<file path="src/rtl/pci_term_pkg.sv">
package pci_term_pkg;

  typedef enum logic [2:0] {
    OC_NONE        = 3'd0,
    OC_NORMAL      = 3'd1,
    OC_DISC_DATA   = 3'd2,
    OC_DISC_NODATA = 3'd3,
    OC_RETRY       = 3'd4,
    OC_TGT_ABORT   = 3'd5,
    OC_MST_ABORT   = 3'd6
  } outcome_e;

  typedef enum logic [1:0] {
    ST_IDLE  = 2'd0,
    ST_BUSY  = 2'd1,
    ST_DRAIN = 2'd2
  } mon_state_e;

  // Bus sample with every field active high (1 = asserted on the wire).
  typedef struct packed {
    logic frame;
    logic irdy;
    logic trdy;
    logic devsel;
    logic stop;
    logic req64;
    logic ack64;
  } bus_smp_t;

endpackage

</file>
<file path="src/rtl/pci_term_classifier.sv">
module pci_term_classifier
  import pci_term_pkg::*;
#(
  parameter int DEVSEL_WIN = 5,
  parameter int CNT_W      = 8
) (
  input  logic             clk,
  input  logic             rst_n,
  input  bus_smp_t         smp,
  output mon_state_e       state_o,
  output outcome_e         term_o,
  output logic             done_o,
  output logic [2:0]       outcome_o,
  output logic [CNT_W-1:0] xfer_count_o,
  output logic             wide64_o
);

  localparam int WIN_W = $clog2(DEVSEL_WIN + 1);
  localparam logic [WIN_W-1:0] WIN_LAST = WIN_W'(DEVSEL_WIN);
  localparam logic [CNT_W-1:0] CNT_MAX  = {CNT_W{1'b1}};

  mon_state_e       state_q;
  outcome_e         term_q;
  outcome_e         out_q;
  logic [WIN_W-1:0] wait_q;
  logic [CNT_W-1:0] phase_q;
  logic [CNT_W-1:0] cnt_out_q;
  logic             dev_seen_q;
  logic             req_start_q;
  logic             ack_seen_q;
  logic             wide_q;
  logic             done_q;

  logic [WIN_W-1:0] since_start;
  logic [CNT_W-1:0] phase_inc;
  logic             moves_data;
  logic             bus_idle;

  always_comb begin
    since_start = wait_q + 1'b1;
    moves_data  = smp.irdy && smp.trdy;
    phase_inc   = (phase_q == CNT_MAX) ? CNT_MAX : phase_q + 1'b1;
    bus_idle    = !smp.frame && !smp.irdy;
  end

  always_ff @(posedge clk) begin
    if (!rst_n) begin
      state_q     <= ST_IDLE;
      term_q      <= OC_NONE;
      out_q       <= OC_NONE;
      wait_q      <= '0;
      phase_q     <= '0;
      cnt_out_q   <= '0;
      dev_seen_q  <= 1'b0;
      req_start_q <= 1'b0;
      ack_seen_q  <= 1'b0;
      wide_q      <= 1'b0;
      done_q      <= 1'b0;
    end else begin
      done_q <= 1'b0;
      unique case (state_q)
        ST_IDLE: begin
          if (smp.frame) begin
            state_q     <= ST_BUSY;
            wait_q      <= '0;
            phase_q     <= '0;
            dev_seen_q  <= 1'b0;
            req_start_q <= smp.req64;
            ack_seen_q  <= 1'b0;
            term_q      <= OC_NONE;
          end
        end
        ST_BUSY: begin
          if (wait_q != WIN_LAST) wait_q <= since_start;
          if (smp.devsel) dev_seen_q <= 1'b1;
          if (smp.ack64)  ack_seen_q <= 1'b1;
          if (!dev_seen_q && !smp.devsel && since_start == WIN_LAST) begin
            term_q  <= OC_MST_ABORT;
            state_q <= ST_DRAIN;
          end else if (smp.stop && !smp.devsel) begin
            term_q  <= OC_TGT_ABORT;
            state_q <= ST_DRAIN;
          end else if (smp.stop && smp.irdy) begin
            state_q <= ST_DRAIN;
            if (smp.trdy) begin
              term_q  <= OC_DISC_DATA;
              phase_q <= phase_inc;
            end else if (phase_q == '0) begin
              term_q <= OC_RETRY;
            end else begin
              term_q <= OC_DISC_NODATA;
            end
          end else if (moves_data) begin
            phase_q <= phase_inc;
            if (!smp.frame) begin
              term_q  <= OC_NORMAL;
              state_q <= ST_DRAIN;
            end
          end else if (bus_idle) begin
            term_q  <= (dev_seen_q || smp.devsel) ? OC_NORMAL : OC_MST_ABORT;
            state_q <= ST_DRAIN;
          end
        end
        ST_DRAIN: begin
          if (smp.ack64) ack_seen_q <= 1'b1;
          if (bus_idle) begin
            done_q    <= 1'b1;
            out_q     <= term_q;
            cnt_out_q <= phase_q;
            wide_q    <= req_start_q && ack_seen_q;
            state_q   <= ST_IDLE;
          end
        end
        default: state_q <= ST_IDLE;
      endcase
    end
  end

  assign state_o      = state_q;
  assign term_o       = term_q;
  assign done_o       = done_q;
  assign outcome_o    = out_q;
  assign xfer_count_o = cnt_out_q;
  assign wide64_o     = wide_q;

  // completion pulse lasts one cycle
  a_r2_done_single: assert property (@(posedge clk) disable iff (!rst_n)
    done_q |=> !done_q);

  // pulse only follows an idle bus sample
  a_r2_done_after_idle: assert property (@(posedge clk) disable iff (!rst_n)
    done_q |-> $past(!smp.frame && !smp.irdy));

  // an unclaimed open transaction never outlives the claim window
  a_r3_claim_window: assert property (@(posedge clk) disable iff (!rst_n)
    (state_q == ST_BUSY && !dev_seen_q) |-> (wait_q < WIN_LAST));

  // retry reports no moved data
  a_r6_retry_empty: assert property (@(posedge clk) disable iff (!rst_n)
    (done_q && out_q == OC_RETRY) |-> (cnt_out_q == '0));

  // an unclaimed transaction is never reported wide
  a_r9_abort_narrow: assert property (@(posedge clk) disable iff (!rst_n)
    (done_q && out_q == OC_MST_ABORT) |-> !wide_q);

endmodule

</file>
<file path="src/rtl/pci_term_hs_check.sv">
module pci_term_hs_check
  import pci_term_pkg::*;
(
  input  logic       clk,
  input  logic       rst_n,
  input  bus_smp_t   smp,
  input  mon_state_e state,
  input  outcome_e   term,
  output logic       viol_ack64_o,
  output logic       viol_ready_o
);

  logic p_irdy_q, p_trdy_q, p_stop_q;
  logic req_lat_q;
  logic ack_bad, rdy_bad, irdy_drop, trdy_drop, check_on;

  always_comb begin
    ack_bad   = smp.ack64 && ((state == ST_IDLE) ? !smp.req64 : !req_lat_q);
    irdy_drop = p_irdy_q && !(p_trdy_q || p_stop_q) && !smp.irdy;
    trdy_drop = p_trdy_q && !p_irdy_q && !smp.trdy;
    check_on  = (state != ST_IDLE) && (term != OC_MST_ABORT);
    rdy_bad   = check_on && (irdy_drop || trdy_drop);
  end

  always_ff @(posedge clk) begin
    if (!rst_n) begin
      p_irdy_q     <= 1'b0;
      p_trdy_q     <= 1'b0;
      p_stop_q     <= 1'b0;
      req_lat_q    <= 1'b0;
      viol_ack64_o <= 1'b0;
      viol_ready_o <= 1'b0;
    end else begin
      p_irdy_q <= smp.irdy;
      p_trdy_q <= smp.trdy;
      p_stop_q <= smp.stop;
      if (state == ST_IDLE) req_lat_q <= smp.req64;
      if (ack_bad) viol_ack64_o <= 1'b1;
      if (rdy_bad) viol_ready_o <= 1'b1;
    end
  end

  // acknowledge violation flag is sticky
  a_r10_sticky: assert property (@(posedge clk) disable iff (!rst_n)
    !$fell(viol_ack64_o));

  // ready violation flag is sticky
  a_r11_sticky: assert property (@(posedge clk) disable iff (!rst_n)
    !$fell(viol_ready_o));

  // flag only rises after an open-transaction sample
  a_r11_rise_busy: assert property (@(posedge clk) disable iff (!rst_n)
    $rose(viol_ready_o) |-> $past(state != ST_IDLE));

endmodule

</file>
<file path="src/rtl/pci_term_monitor.sv">
module pci_term_monitor
  import pci_term_pkg::*;
#(
  parameter int DEVSEL_WIN = 5,
  parameter int CNT_W      = 8
) (
  input  logic             clk,
  input  logic             rst_n,
  input  logic             frame_n,
  input  logic             irdy_n,
  input  logic             trdy_n,
  input  logic             devsel_n,
  input  logic             stop_n,
  input  logic             req64_n,
  input  logic             ack64_n,
  output logic             done,
  output logic [2:0]       outcome,
  output logic [CNT_W-1:0] xfer_count,
  output logic             wide64,
  output logic             viol_ack64,
  output logic             viol_ready
);

  bus_smp_t   smp;
  mon_state_e state;
  outcome_e   term;

  always_comb begin
    smp.frame  = !frame_n;
    smp.irdy   = !irdy_n;
    smp.trdy   = !trdy_n;
    smp.devsel = !devsel_n;
    smp.stop   = !stop_n;
    smp.req64  = !req64_n;
    smp.ack64  = !ack64_n;
  end

  pci_term_classifier #(
    .DEVSEL_WIN(DEVSEL_WIN),
    .CNT_W     (CNT_W)
  ) u_class (
    .clk         (clk),
    .rst_n       (rst_n),
    .smp         (smp),
    .state_o     (state),
    .term_o      (term),
    .done_o      (done),
    .outcome_o   (outcome),
    .xfer_count_o(xfer_count),
    .wide64_o    (wide64)
  );

  pci_term_hs_check u_hs (
    .clk         (clk),
    .rst_n       (rst_n),
    .smp         (smp),
    .state       (state),
    .term        (term),
    .viol_ack64_o(viol_ack64),
    .viol_ready_o(viol_ready)
  );

endmodule

</file>
<file path="config.mk">
export PLATFORM = sky130hd
export DESIGN_NAME = pci_term_monitor
export DESIGN_NICKNAME = d
export VERILOG_FILES = /design/src/rtl/pci_term_pkg.sv /design/src/rtl/pci_term_classifier.sv /design/src/rtl/pci_term_hs_check.sv /design/src/rtl/pci_term_monitor.sv
export SDC_FILE = /design/constraint.sdc
export NUM_CORES = 1
export LEC_CHECK = 0
export BUFFER_PORTS_ARGS = -buffer_cell sky130_fd_sc_hd__buf_2
export CAP_MARGIN = 20
export CORE_ASPECT_RATIO = 0.75
export CORE_MARGIN = 5
export CORE_UTILIZATION = 61
export DETAILED_ROUTE_END_ITERATION = 12
export PLACE_DENSITY = 0.91
export SLEW_MARGIN = 15
export SYNTH_ARGS = -nofsm -noshare
export SYNTH_HDL_FRONTEND = slang
export SYNTH_SLANG_ARGS = --single-unit
</file>
<file path="constraint.sdc">
create_clock -name clk -period 3.42 [get_ports clk]
set_input_delay 0.684 -clock clk [delete_from_list [all_inputs] [get_ports clk]]
set_output_delay 0.684 -clock clk [all_outputs]
set_load 0.02 [all_outputs]
</file>
==> results of run 1 <==
[layout by cell type, fill, tap and decap left out, types with 4 or more instances in the layout]
| master | count |
|---|---|
| nand2_1 | 45 |
| inv_1 | 10 |
| nor2b_1 | 6 |
| a21boi_0 | 12 |
| nor2_1 | 19 |
| and3_1 | 5 |
| dfxtp_1 | 38 |
| a21oi_1 | 14 |
| o21ai_0 | 5 |
| ha_1 | 8 |
| o21a_1 | 5 |
| buf_2 | 23 |
| nor3_1 | 4 |
| clkbuf_8 | 6 |
| nand3_1 | 6 |
[logic make-up after synthesis]
group                      Yosys count
adders and majority gates            8
AOI/OAI and AO/OA                   64
DFF                                 38
muxes                                3
xor gates and xnor gates             1
and+or+nand+nor                    103
buffers and inverters               22
[through the flow]
step	cells	area (um2)
after floorplan	239	1957
after global placement	289	2073
after detailed placement	289	2073
after CTS	297	2216
after global routing	297	2216
final	297	2216
[worst max-delay path, cell delays in order, from the launching register on]
cell	delay (ns)
dfxtp_1	0.33
inv_1	0.12
ha_1	0.42
o21a_1	0.37
nand4_4	0.18
or4b_1	0.49
a21oi_1	0.14
[final cells by class]
type,count,share of cell area (%)
inverters,10,1.694
repair buffers,24,5.534
multi-input cells,179,49.86
clock inverters,2,2.710
flip-flops and latches,38,34.33
well taps,38,2.146
clock buffers,6,3.727
[power by group]
part	switching (uW)	internal (uW)	total, uW	leakage (uW)
clock	162	311	473	0.0000714
sequential	29.5	483	512	0.000309
combinational	241	124	365	0.000511
[metal layers]
layer / vias to the layer above / track usage [%] / share of wire [%]
li1: 870 / - / -
met1: 801 / 29.85 / 43
met2: 80 / 34.69 / 47
met3: 14 / 4.915 / 7.7
met4: 0 / 11.72 / 3.0
met5: - / 0 / 0
[flip-flops by register name (all words and copies together) (netlist names), 2 cells and up]
name and flops:
u_class.phase_q 8, u_class.xfer_count_o 8, u_class.outcome_o 3, u_class.term_o 3, u_class.wait_q 3, u_class.state_o 2
[worst max path at each step]
| stage | cells after the start | end | slack (ns) |
|---|---|---|---|
| after floorplan | 6 | u_class.phase_q[7] | 1.48 |
| after global placement | 6 | u_class.phase_q[7] | 1.36 |
| after detailed placement | 6 | u_class.phase_q[7] | 1.32 |
| after CTS | 7 | u_class.phase_q[7] | 1.33 |
| after global routing | 6 | u_class.phase_q[4] | 1.13 |
| final | 6 | u_class.phase_q[7] | 1.29 |
==> results by group, run 1 <==
Floorplanning
  – Total die area: 4452 um2
  – Die Y: 59.05 um
  – Starting Density: 64.79%
  – Die X: 75.40 um
  – Ports: 24
  – Core Rows: 17
  – Core box area: 3020 um2

Worst setup path
  – Worst EP required: 3.65 ns
  – R2r worst-path depth: 6
  – Worst R2R Setup Slack: 1.29 ns
  – CP Launch Type: flip-flop
  – CP Capture Type: flip-flop
  – Worst r2r src: u_class.state_o[0]
  – CP arrival: 2.36 ns
  – CP Max Fanout: 11
  – R2r endpoint: u_class.phase_q[7]
  – Crit. Startpoint: u_class.state_o[0]
  – Kind of critical path: flip-flop to flip-flop

Logic synthesis
  – Syn nets: 256
  – Synth Area in XOR/XNOR: less than 1%
  – Top area cells in the synthesized netlist: dfxtp_1 (39%), nand2_1 (8.6%), ha_1 (5.1%)
  – Most frequent cell after synthesis: nand2_1
  – Synth top area share: roughly 39%
  – Synth Flop Type: dfxtp_1
  – Post-synth cell types: between 40 and 50
  – Compound-Gate Fraction of Synth Area: 23.34%
  – Mapped Cells: between 200 and 250
  – Synth warn: 0
  – Post-synthesis cell area: about 2000 um2
  – Post-Synth Adder-Cell Area: under 10%
  – Yosys top cell by area: dfxtp_1
  – Mux cell area share after synthesis: roughly 1.5%
  – Seq/Total Area, Yosys: roughly two fifths
  – Syn Area/Cell: approximately 8.2 um2
  – Top cells by count, synth: nand2_1 (45), dfxtp_1 (38), nor2_1 (19)
  – Post-synth ARST share: 0%
  – Simple-Gate Fraction of Synth Area: a little over a quarter
  – EDFF count, synth: 0
  – Main combinational cell family by area after synthesis: simple AND/OR/NAND/NOR gates
  – Register bit total from synthesis: 38

Finish
  – Ant. Diodes: 0
  – Layout cells sized above 1: approximately 15%
  – Multi-input gate area: around 1100 um2
  – Nets: about 280
  – Reg area: between 700 and 800 um2
  – Filler cell count: approximately 250
  – Syn-to-layout area delta: 13.24%
  – Core Util, Final: ~73%

Hold path
  – Hold_sp: u_class.wide64_o
  – Hold Path End: u_class.wide64_o
  – Hold Path Class: flip-flop to flip-flop
  – Worst Hold Path Cells: 2

Clocking
  – Post_cts resized: 0
  – CTS root buffer: clkbuf_8
  – Max Root-Sink Buffers: 2
  – Hold Buf Count CTS: 0
  – CTS sink count: 38
  – Worst-Skew Late Latency: 0.30 ns
  – CTS HTree Levels: 2
  – CTS tree: yes
  – Post-CTS Setup Inserts: 0
  – Clock-pin slew on the worst setup and hold paths: roughly 0.080 ns
  – Cts bufs inserted: 5

Drt
  – Post-route DRC violation count: 0
  – Routed wire length: ~4600 um
  – WL/cell: between 15 and 20 um
  – Via count: about 1800
  – 1st-iter DRT viols: between 100 and 150
  – DR pass1 iterations: 5
  – Via/cell ratio: 5.943
  – Final ANT Viol Nets: 0

STA
  – Final hold violation count: 0
  – Final Max Slew Viols: 0
  – F_max: about 470 MHz
  – Tcrit/Tclk final: ~62%
  – Final setup fails: 0
  – Worst slew margin: roughly 49%
  – RSZ-0062 raised after global routing: false
  – Final setup TNS: 0 ns
  – Fin Hold WS: 0.4606 ns
  – Tmin final: about 2.1 ns
  – Crit path setup slack, layout: 1.287 ns
  – Setup Skew: about 0.0075 ns
  – Slew @ Worst Pin: 0.7587 ns

Power
  – Worst VDD drop: 0.3617 mV
  – Pwr dens: ~610 nW/um2
  – Total power: about 1400 uW
  – Static leakage: 0.0008913 uW

Global routing
  – Initial antenna violation count: 0
  – Total GRT Usage: between 20% and 30%
  – Vias in the first global route: between 1500 and 2000
  – Largest net degree at the start of global routing: 27
  – First-pass GRT wire length: ~7400 um
  – Global route overflow: 0

Placed design
  – DP HPWL: approximately 3300 um
  – IO buf count: 23
  – GP Congestion: between 0.8 and 0.9
  – Placement Setup Slack: about 1.3 ns

Run status
  – Status: finished clean

Run
  – Max cap viols: 0
Power figures use the tool's default switching activity.
==> inputs of run 2 (changes only) <==
--- a/config.mk
+++ b/config.mk
@@ -9,9 +9,9 @@
 export CAP_MARGIN = 20
 export CORE_ASPECT_RATIO = 0.75
 export CORE_MARGIN = 5
-export CORE_UTILIZATION = 61
+export CORE_UTILIZATION = 57
 export DETAILED_ROUTE_END_ITERATION = 12
-export PLACE_DENSITY = 0.91
+export PLACE_DENSITY = 0.86
 export SLEW_MARGIN = 15
 export SYNTH_ARGS = -nofsm -noshare
 export SYNTH_HDL_FRONTEND = slang
==> constraint.sdc (replaced) <==
create_clock -name clk -period 2.2 [get_ports clk]
set_input_delay 0.44 -clock clk [delete_from_list [all_inputs] [get_ports clk]]
set_output_delay 0.44 -clock clk [all_outputs]
set_load 0.02 [all_outputs]
==> results by group, run 2 (synthesis gave the netlist of run 1 again) <==
Run status
  – Status: finished clean

Drt
  – Final ANT Viol Nets: 0 (unchanged)
  – Via/cell ratio: 5.630 (-5.3%)
  – 1st-iter DRT viols: 166 (+28%)
  – WL/cell: 14.24 um (-7.9%)
  – DR pass1 iterations: 4 (-1)
  – Post-route DRC violation count: 0 (unchanged)
  – Routed wire length: 4273 um (-6.9%)
  – Via count: 1689 (-4.3%)

Worst setup path
  – CP Max Fanout: 11 (unchanged)
  – CP Launch Type: flip-flop
  – Cell count along the critical path: 6 (unchanged)
  – Kind of critical path: flip-flop to flip-flop
  – Worst R2R Setup Slack: 0.21 ns (-1.08 ns)
  – Crit path cell chain: inv_1 -> ha_1 -> o21ai_1 -> nor3_2 -> a211oi_1 -> a31o_1
  – Worst EP required: 2.45 ns (-1.20 ns)
  – R2r worst-path depth: 6 (unchanged)
  – Worst r2r src: u_class.state_o[1]
  – CP delay by family, top: compound AO/OA/AOI/OAI gates
  – Slowest cell on the critical path: o21ai_1
  – CP arrival: 2.24 ns (-0.12 ns)
  – R2r endpoint: u_class.phase_q[4]
  – CP Buf/Inv Count: 1 (unchanged)
  – CP Capture Type: flip-flop
  – Max incr delay on CP: 0.66 ns (+0.17 ns)

Power
  – Internal power: 1208 uW (+32%)
  – Static leakage: 0.0008716 uW (-2.2%)
  – Psw: 660.0 uW (+53%)
  – Sw Share: 35.34% (+3.3 points)
  – Combinational share of power: 30.3% (+3.3 points)
  – Clock share of power: 27.1% (-7.9 points)
  – Pwr dens: 857.4 nW/um2 (+41%)
  – Seq pwr share: 42.6% (+4.7 points)
  – Worst VDD drop: 0.5527 mV (+53%)

Finish
  – Commonest non-fill, non-tap cell in the layout: nand2_1
  – Filler cell count: 288 (+14%)
  – Syn-to-layout area delta: 11.32%
  – Fin cells: 300 (+1.0%)
  – Ant. Diodes: 0 (unchanged)
  – Layout cells sized above 1: 15.38% (+0.33 points)
  – Highest-count cells in the layout ignoring fill and taps: nand2_1 (45), dfxtp_1 (38), buf_2 (23)
  – Nets: 276 (+0.36%)

Global routing
  – Total GRT Usage: 20.43% (-2.2 points)
  – Global route overflow: 0 (unchanged)
  – First-pass GRT wire length: 7514 um (+1.2%)
  – Initial antenna violation count: 0 (unchanged)
  – Vias in the first global route: 1583 (-0.44%)
  – Largest net degree at the start of global routing: 23 (-15%)

STA
  – RSZ-0062 raised after global routing: false
  – Slew @ Worst Pin: 0.7734 ns (+0.01466 ns)
  – F_max: 502.3 MHz (+7.1%)
  – Worst slew margin: 48.10% (-0.98 points)
  – Final hold violation count: 0 (unchanged)
  – Final Max Slew Viols: 0 (unchanged)
  – Setup Skew: 0.003750 ns (-0.003758 ns)
  – Final setup TNS: 0 ns (unchanged)
  – Final setup fails: 0 (unchanged)
  – Tmin final: 1.991 ns (-0.1420 ns)
  – Tcrit/Tclk final: 90.49% (+28 points)

Clocking
  – Hold Buf Count CTS: 0 (unchanged)
  – Post_cts resized: 0 (unchanged)
  – Worst-Skew Late Latency: 0.30 ns (about the same)
  – CTS tree: yes
  – Clock-pin slew on the worst setup and hold paths: 0.07 ns (about the same)
  – CTS HTree Levels: 2 (unchanged)
  – Max Root-Sink Buffers: 2 (unchanged)
  – Post-CTS Setup Inserts: 0 (unchanged)
  – CTS sink count: 38 (unchanged)
  – Cts bufs inserted: 5 (unchanged)
  – CTS root buffer: clkbuf_8

Run
  – Max cap viols: 0 (unchanged)

Floorplanning
  – Core Rows: 18 (+1)
  – Total die area: 4717 um2 (+5.9%)
  – Ports: 24 (unchanged)
  – Starting Density: 59.51% (-5.3 points)
  – Core box area: 3288 um2 (+8.9%)
  – Die Y: 60.75 um (+2.9%)
  – Die X: 77.66 um (+3.0%)

Hold path
  – Hold Path Class: primary input to flip-flop
  – Worst Hold Path Cells: 2 (unchanged)
  – Hold Path End: u_hs.p_trdy_q
  – Hold_sp: trdy_n

Placed design
  – GP Congestion: 0.8922 (+6.0%)
  – Placed Cells: 292 (+1.0%)
  – IO buf count: 23 (unchanged)
  – DP HPWL: 3065 um (-5.9%)
run 2: cell count changes in the layout (fill, tap and decap cells not counted):
cell	change
bufinv_16	-2
buf_4	+1
clkinv_2	+1
clkinvlp_4	+1
run 2: metal layers:
metal | share of wire (%) | track usage [%]
met3 | 7.0 | 4.896
met1 | 51 | 28.77
met4 | 1.2 | 10.05
met5 | 0 | 0
met2 | 41 | 29.49
run 2: cell type report:
| cell class | count | area [um2] | share of cell area (%) |
|---|---|---|---|
| Sequential cell | 38 | 760.7 | 34.92 |
| Tap cell | 40 | 50.05 | 2.298 |
| Inverter | 10 | 37.54 | 1.723 |
| Clock buffer | 6 | 82.58 | 3.791 |
| Clock inverter | 2 | 12.51 | 0.5744 |
| Timing Repair Buffer | 25 | 130.1 | 5.974 |
| Multi-Input combinational cell | 179 | 1105 | 50.72 |
run 2: stage by stage:
step                setup WS, ns  area (um2)  power (uW)  hold slack, ns  util [%]
global placement          0.3326        2083        1347          0.4422     63.36
global route             0.03020        2178        1989          0.4192     66.25
floorplan                 0.4089        1957        1225          0.4515         -
detailed placement        0.2523        2083        1364          0.4495     63.36
CTS                       0.2535        2178        1865          0.4016     66.25
finish                    0.2092        2178        1868          0.4101     66.25
run 2: power by group through the flow:
stage | clock network, uW | logic, uW | registers, uW
final | 506 | 567 | 795
after global placement | 0 | 540 | 806
after CTS | 515 | 555 | 794
after floorplan | 0 | 416 | 809
after global routing | 554 | 630 | 805
after detailed placement | 0 | 554 | 810
run 2: worst max path at each step:
stage                            start            endpoint  slack (ns)
floorplan            u_class.wait_q[0]  u_class.phase_q[7]        0.41
global placement     u_class.wait_q[0]  u_class.phase_q[7]        0.33
detailed placement  u_class.state_o[1]  u_class.phase_q[4]        0.25
CTS                 u_class.state_o[1]  u_class.phase_q[4]        0.25
global route        u_class.state_o[1]  u_class.phase_q[4]        0.03
finish              u_class.state_o[1]  u_class.phase_q[4]        0.21
